**config.mk**
```make
export PLATFORM = sky130hd
export DESIGN_NAME = fpe_freeze_ctl
export DESIGN_NICKNAME = d
export VERILOG_FILES = /design/src/rtl/fpe_pkg.sv /design/src/rtl/fpe_class_decode.sv /design/src/rtl/fpe_policy.sv /design/src/rtl/fpe_freeze_fsm.sv /design/src/rtl/fpe_freeze_ctl.sv
export SDC_FILE = /design/constraint.sdc
export NUM_CORES = 1
export LEC_CHECK = 0
export CORE_AREA = 5 5 42 44
export DETAILED_ROUTE_END_ITERATION = 7
export DIE_AREA = 0 0 47 49
export PLACE_DENSITY_LB_ADDON = 0.1
export SYNTH_ARGS = -nofsm -noshare
export SYNTH_HDL_FRONTEND = slang
export SYNTH_HIERARCHICAL = 1
export SYNTH_SLANG_ARGS = --single-unit
```
**constraint.sdc**
```tcl
create_clock -name clk -period 1.3 [get_ports clk]
set_input_delay 0.13 -clock clk [delete_from_list [all_inputs] [get_ports clk]]
set_output_delay 0.13 -clock clk [all_outputs]
set_load 0.005 [all_outputs]
```
**src/rtl/fpe_pkg.sv**
```systemverilog
package fpe_pkg;

  typedef enum logic [1:0] {
    DEC_IDLE   = 2'd0,
    DEC_EXEC   = 2'd1,
    DEC_REPORT = 2'd2,
    DEC_FREEZE = 2'd3
  } fpe_dec_e;

  // Inclusive range test on a class code
  function automatic logic code_in_range(input logic [7:0] code,
                                         input logic [7:0] lo,
                                         input logic [7:0] hi);
    return (code >= lo) && (code <= hi);
  endfunction

  // Outcome for one offered instruction given the current mode inputs
  function automatic fpe_dec_e pick_outcome(input logic valid,
                                            input logic is_frozen,
                                            input logic exempt,
                                            input logic pend,
                                            input logic native,
                                            input logic ign);
    fpe_dec_e d;
    if (!valid || is_frozen)      d = DEC_IDLE;
    else if (!pend)               d = DEC_EXEC;
    else if (exempt)              d = DEC_EXEC;
    else if (native)              d = DEC_REPORT;
    else if (ign)                 d = DEC_EXEC;
    else                          d = DEC_FREEZE;
    return d;
  endfunction

endpackage

```
**src/rtl/fpe_class_decode.sv**
```systemverilog
module fpe_class_decode #(
  parameter int CLASS_W   = 4,
  parameter int EXEMPT_LO = 1,
  parameter int EXEMPT_HI = 9
) (
  input  logic [CLASS_W-1:0] insn_class,
  output logic               is_exempt
);
  import fpe_pkg::*;

  localparam int PAD_W = 8 - CLASS_W;
  localparam logic [7:0] LO8 = EXEMPT_LO[7:0];
  localparam logic [7:0] HI8 = EXEMPT_HI[7:0];

  logic [7:0] code8;

  generate
    if (PAD_W > 0) begin : g_pad
      assign code8 = {{PAD_W{1'b0}}, insn_class};
    end else begin : g_nopad
      assign code8 = insn_class[7:0];
    end
  endgenerate

  always_comb is_exempt = code_in_range(code8, LO8, HI8);

endmodule

```
**src/rtl/fpe_policy.sv**
```systemverilog
module fpe_policy (
  input  logic             insn_valid,
  input  logic             is_frozen,
  input  logic             is_exempt,
  input  logic             exc_pend,
  input  logic             native_rpt,
  input  logic             ign_err,
  output fpe_pkg::fpe_dec_e outcome
);
  import fpe_pkg::*;

  always_comb outcome = pick_outcome(insn_valid, is_frozen, is_exempt,
                                     exc_pend, native_rpt, ign_err);

endmodule

```
**src/rtl/fpe_freeze_fsm.sv**
```systemverilog
module fpe_freeze_fsm (
  input  logic clk,
  input  logic rst_n,
  input  logic freeze_evt,
  input  logic ext_irq,
  output logic frozen_q
);

  logic frozen_d;

  always_comb begin
    if (frozen_q) frozen_d = !ext_irq;
    else          frozen_d = freeze_evt;
  end

  always_ff @(posedge clk) begin
    if (!rst_n) frozen_q <= 1'b0;
    else        frozen_q <= frozen_d;
  end

  AST_FREEZE_ENTRY: assert property (@(posedge clk) disable iff (!rst_n)
    freeze_evt |=> frozen_q);
  AST_FREEZE_HOLD: assert property (@(posedge clk) disable iff (!rst_n)
    (frozen_q && !ext_irq) |=> frozen_q);
  AST_FREEZE_RELEASE: assert property (@(posedge clk) disable iff (!rst_n)
    (frozen_q && ext_irq) |=> !frozen_q);
  AST_NO_SPURIOUS_FREEZE: assert property (@(posedge clk) disable iff (!rst_n)
    (!frozen_q && !freeze_evt) |=> !frozen_q);

endmodule

```
**src/rtl/fpe_freeze_ctl.sv**
```systemverilog
module fpe_freeze_ctl #(
  parameter int CLASS_W   = 4,
  parameter int EXEMPT_LO = 1,
  parameter int EXEMPT_HI = 9
) (
  input  logic               clk,
  input  logic               rst_n,
  input  logic               native_rpt,
  input  logic               ign_err,
  input  logic               exc_pend,
  input  logic               insn_valid,
  input  logic [CLASS_W-1:0] insn_class,
  input  logic               ext_irq,
  output logic               exec_go,
  output logic               rpt_int,
  output logic               frozen
);
  import fpe_pkg::*;

  // Named internal events
  logic     cls_exempt;
  fpe_dec_e outcome;
  logic     freeze_evt;
  logic     frozen_q;

  fpe_class_decode #(
    .CLASS_W  (CLASS_W),
    .EXEMPT_LO(EXEMPT_LO),
    .EXEMPT_HI(EXEMPT_HI)
  ) u_decode (
    .insn_class(insn_class),
    .is_exempt (cls_exempt)
  );

  fpe_policy u_policy (
    .insn_valid(insn_valid),
    .is_frozen (frozen_q),
    .is_exempt (cls_exempt),
    .exc_pend  (exc_pend),
    .native_rpt(native_rpt),
    .ign_err   (ign_err),
    .outcome   (outcome)
  );

  assign freeze_evt = (outcome == DEC_FREEZE);
  assign exec_go    = (outcome == DEC_EXEC);
  assign rpt_int    = (outcome == DEC_REPORT);
  assign frozen     = frozen_q;

  fpe_freeze_fsm u_fsm (
    .clk       (clk),
    .rst_n     (rst_n),
    .freeze_evt(freeze_evt),
    .ext_irq   (ext_irq),
    .frozen_q  (frozen_q)
  );

  AST_FROZEN_BLOCKS: assert property (@(posedge clk) disable iff (!rst_n)
    frozen |-> (!exec_go && !rpt_int));
  AST_NOPEND_EXEC: assert property (@(posedge clk) disable iff (!rst_n)
    (insn_valid && !exc_pend && !frozen) |-> exec_go);
  AST_NATIVE_NEVER_FREEZES: assert property (@(posedge clk) disable iff (!rst_n)
    (native_rpt && !frozen) |=> !frozen);
  AST_IGNORE_NEVER_FREEZES: assert property (@(posedge clk) disable iff (!rst_n)
    (ign_err && !frozen) |=> !frozen);
  AST_IDLE_QUIET: assert property (@(posedge clk) disable iff (!rst_n)
    !insn_valid |-> (!exec_go && !rpt_int));
  AST_OUTCOME_EXCL: assert property (@(posedge clk) disable iff (!rst_n)
    $onehot0({exec_go, rpt_int, freeze_evt}));

endmodule

```
Word-level counts from Yosys, hierarchy flattened
Index checks and enable logic that the tools add are counted.
{ "classes": {"n_mux": 6, "order_cmp": 2, "eq_ne": 3, "n_reduce_logical": 4} }
{ "ops": {"columns": ["op", "count"], "rows": [
  ["2-bit two-way mux", 5],
  ["2-bit equality test, second input constant", 2],
  ["4-bit by 1-bit >= comparator with 1-bit output, second input constant", 1],
  ["4-bit <= comparator, second input constant", 1],
  ["2-bit by 1-bit equality test with 1-bit output, second input constant", 1],
  ["1-bit logical NOT", 2],
  ["1-bit logical AND", 1],
  ["1-bit logical OR", 1],
  ["1-bit two-way mux", 1]
]} }
{ "word_totals": {"reg_bits": 1, "word_cells": 16, "input_bits": 11, "output_inout_bits": 3} }

Logic depth before layout (Yosys ltp)
{ "depth": {"depth_word": 7, "depth_mapped": 7} }

Modules after synthesis
The synthesis kept the hierarchy.
{ "by_module_without_submodules": {"columns": ["module", "area_each_um2", "cells_per_inst", "n_inst"], "rows": [
  ["fpe_freeze_fsm", 51.3, 4, 1],
  ["fpe_policy", 37.5, 5, 1],
  ["fpe_freeze_ctl", 22.5, 3, 1],
  ["fpe_class_decode", 20.0, 3, 1]
]} }

Worst setup path after synthesis
OpenSTA, ideal clock, no wires.
{ "synth_path": {"path_type": "register to register", "startpoint": "reg u_fsm.frozen_q", "endpoint": "reg u_fsm.frozen_q", "setup_time_ps": 66, "arrival_time_ps": 1071, "stages_incl_launch_ff": 6, "path_buffers": 0, "synth_period_minus_slack_ps": 1137, "slack_ps": 163, "cell_sequence": "dfxtp_1 nand2b_1 nor4b_2 and2_2 nand2b_4 a21boi_2"} }
{ "synth_between": {"elab_chain_cells": 4} }
{ "synth_lines": {"columns": ["item", "line", "rtl"], "rows": [
  ["from (decl)", "fpe_freeze_fsm.sv:6", "output logic frozen_q"],
  ["from (signal assigned)", "fpe_freeze_fsm.sv:18", "else frozen_q <= frozen_d;"],
  ["1-bit logical OR", "fpe_pkg.sv:25", "if (!valid || is_frozen) d = DEC_IDLE;"],
  ["2-bit two-way mux", "fpe_pkg.sv:25", null],
  ["net outcome[1]", "fpe_freeze_ctl.sv:22", "fpe_dec_e outcome;"],
  ["2-bit equality test", "fpe_freeze_ctl.sv:45", "assign freeze_evt = (outcome == DEC_FREEZE);"],
  ["net freeze_evt", "fpe_freeze_ctl.sv:23", "logic freeze_evt;"],
  ["1-bit two-way mux", "fpe_freeze_fsm.sv:12", "if (frozen_q) frozen_d = !ext_irq;"]
]} }
The timed path passes the listed nets, and every way through them passes these cells.
A chain may end at the register's enable or synchronous reset.

Worst setup path in the final report
{ "layout_path": {"startpoint": "in insn_class[1]", "endpoint": "reg u_fsm.frozen_q"} }
{ "layout_between": {"elab_chain_cells": 7, "word_cells_on_any_way": 8, "cone_classes": "order compare: 2; eq/ne: 1; mux: 4; reduce/logical: 1"} }
{ "layout_lines": {"columns": ["item", "line", "rtl"], "rows": [
  ["from (decl)", "fpe_freeze_ctl.sv:12", "input logic [CLASS_W-1:0] insn_class,"],
  ["4-bit by 1-bit >= comparator with 1-bit output or 4-bit <= comparator (tied branches)", "fpe_pkg.sv:14", "return (code >= lo) && (code <= hi);"],
  ["1-bit logical AND (*)", "fpe_pkg.sv:14", null],
  ["net cls_exempt", "fpe_freeze_ctl.sv:21", "logic cls_exempt;"],
  ["2-bit two-way mux (*)", "fpe_pkg.sv:27", "else if (exempt) d = DEC_EXEC;"],
  ["2-bit two-way mux (*)", "fpe_pkg.sv:26", "else if (!pend) d = DEC_EXEC;"],
  ["2-bit two-way mux (*)", "fpe_pkg.sv:25", null],
  ["net outcome[0]", "fpe_freeze_ctl.sv:22", null],
  ["2-bit equality test (*)", "fpe_freeze_ctl.sv:45", null],
  ["net freeze_evt", "fpe_freeze_ctl.sv:23", null],
  ["1-bit two-way mux (*)", "fpe_freeze_fsm.sv:12", null]
]} }
The timed path passes the listed nets; every way through them passes the cells marked *.

==> reports/metrics.cfg <==
[run_status]
status=finished, final reports clean

[route]
drc=0
ant_nets=0
drtPass1Iterations=2
routed_wl_um=421
first_iter_violations=1
wl_per_cell_um=8.592
vias=171
viasPerCell=3.490

[sta]
clock.fmax_ghz=0.7777
slew_violations=0
slew_headroom_pct=86.28
clock_skew_ns=0
setup_viol=0
period_share_pct=98.91
min_period_ns=1.286
worst_pin_slew_ns=0.2049
hold_viol_final=0
rsz0062_at_grt=true
hold_ws_ns=0.6011

[setup_path]
endpoint_kind=flop
startpoint_type=input pin
path_cells=buf_6 > nor2_4 > mux2i_2 > inv_1 > a31oi_2 > buf_4 > and2_4 > nand2b_4 > a21boi_2
worstPathRequired_ns=1.23
reg2reg_to=u_fsm/frozen_q
path_class=input pin to flop
reg2reg_from=u_fsm/frozen_q
path_delay_family=buffers and inverters
worstPathMaxFanout=2
path_buf_inv=3
r2r_cells=7
rrSetupSlack_ns=0.08
slowest_stage=mux2i_2
cpPeakStageDelay_ns=0.23
worst_ep_arrival_time_ns=1.22

[clock_network]
postCtsHoldBufs=0
clk_pin_slew_ns=0
clk_latency_ns=0

[power_and_ir_drop]
peakVddDrop_mv=0.1612
seqPwrFrac_pct=27.5
switching_share_pct=24.77
leakage_nw=0.1535
combPwrFrac_pct=72.5
p_int_w=0.00008810
pwr-share-clk_pct=0
cellPowerDensity_nw_per_um2=328.4
p_switching_w=0.00002901

[die]
coreArea_um2=1401
dieWidth_um=47
die_area_um2=2303
start_util_pct=9.375
pin_count=14
die_y_um=49
rows=14

[layout]
antennaDiodeCount=0
n_fill_cell=166
area_growth_pct=171.4
largest_reg_flops=1
regMostFlops=u_fsm/frozen_q
post-route-util_pct=25.45
largestRegisters=u_fsm/frozen_q (1)
nNetsFinal=46
register_area_um2=20.02
final_cells=49
multiInputGateArea_um2=155.1
drive_gt1_share_pct=66.67

[job]
max-cap-violations=0

[synth]
synthTopCellsByCount=2 x nand2b_1, 2 x nor2b_1
synth_top_area_share_pct=15.24
synth_area_um2=131.4
yosys_warnings=6
synthMuxAreaShare_pct=7.619
synth-xor-area-share_pct=0
yosysSeqAreaShare_pct=15.24
synth_top_family_by_area=simple AND/OR/NAND/NOR gates
synth_compound_area_share_pct=13.33
synth_top_flop_cell=dfxtp_1
synth_area_leaders=dfxtp_1 15%, nor4b_2 11%, nand2b_4 10%
ys_types=13
synthCells=15
synthAdderAreaFrac_pct=0
synthArstFlopShare_pct=0
synth-simple-area-share_pct=60.95
yosysTopAreaCell=dfxtp_1
synth_edf_count=0
syn-num-nets=26
synth_seq_cells=1
syn_avg_cell_area_um2=8.758

[placed_design]
portBuffers=13
dp_cells=46
dpl.hpwl_um=348.3
routabilityCongestion=0.5653

[grt]
overflow=0
grt_pass1_vias=135
grt_pass1_wl_um=545
grt_max_degree=4
grt_usage_pct=2.952
antenna_found_initial=0

[min_path]
min_path_type=flop to flop
hold_end=u_fsm/frozen_q
worstHoldStart=u_fsm/frozen_q
min_delay_path_depth=3

[layout by cell type (no fill, tap or decap), types with 2 or more instances in the layout]
cell	n
dlygate4sd2_1	4
buf_2	2
nor2_4	2
buf_6	4
buf_4	5
clkdlybuf4s50_1	3
nand2b_4	2
[how the worst max path moves through the flow]
stage / start / to / cells past startpoint
finish: insn_class[1] / u_fsm/frozen_q / 9
global route: insn_class[1] / u_fsm/frozen_q / 9
CTS: insn_class[1] / u_fsm/frozen_q / 9
detailed placement: insn_class[2] / exec_go / 7
global placement: insn_class[2] / exec_go / 7
floorplan: u_fsm/frozen_q / u_fsm/frozen_q / 5
[per-stage QoR]
stage	setup WS (ns)	total power (W)	instance area, µm²	TNS [ns]
finish	0.01420	0.0001171	356.6	0
global route	-0.09394	0.0001225	356.6	-0.1479
CTS	-0.03810	0.0001138	345.3	-0.03810
detailed placement	-0.6793	0.00009824	296.5	-1.754
global placement	-0.6738	0.00009715	296.5	-1.740
floorplan	0.1631	0.00005257	131.4	0
[worst reg2reg max path, delay by kind of cell, from the launching register on]
family / cells / cell delay (ns)
compound gates: 2 / 0.26
buf+inv: 2 / 0.27
flops: 1 / 0.29
simple gates: 3 / 0.34
[logic make-up (layout without fill, tap and decap cells)]
kind of cell,count (synthesis),in the layout
AO/OA/AOI/OAI,2,2
AND/OR/NAND/NOR,10,10
flip-flops,1,1
multiplexers,1,1
buffers and inverters,1,19
[power groups by stage]
stage / sequential, W / clock, W / combinational (W)
5_1_grt: 0.0000324 / 0 / 0.0000901
3_5_place_dp: 0.0000322 / 0 / 0.0000661
4_1_cts: 0.0000322 / 0 / 0.0000816
6_report: 0.0000322 / 0 / 0.0000849
3_3_place_gp: 0.0000322 / 0 / 0.0000650
2_1_floorplan: 0.0000324 / 0 / 0.0000201
[layout make-up]
type | instances | area share [%]
inverter | 1 | 1.053
tap | 16 | 5.614
multi-input combinational | 13 | 43.51
sequential | 1 | 5.614
timing repair buffer | 18 | 44.21
[timing repair]
action	4_1_cts	5_1_grt
pin swaps	6	1
gates resized for setup	39	2
endpoints found under the setup margin	3	3
buffers inserted	3	0
[per-layer routing]
metal / wire length [µm] / up-vias / track usage, % / part of all wire [%]
li1: - / 86 / - / -
met1: 163 / 75 / 4.148 / 39
met2: 202 / 10 / 4.977 / 48
met3: 55 / 0 / 0.3690 / 13
met4: 0 / 0 / 0 / 0
met5: 0 / - / 0 / 0
Note: power is estimated with default switching activity, not from simulation.
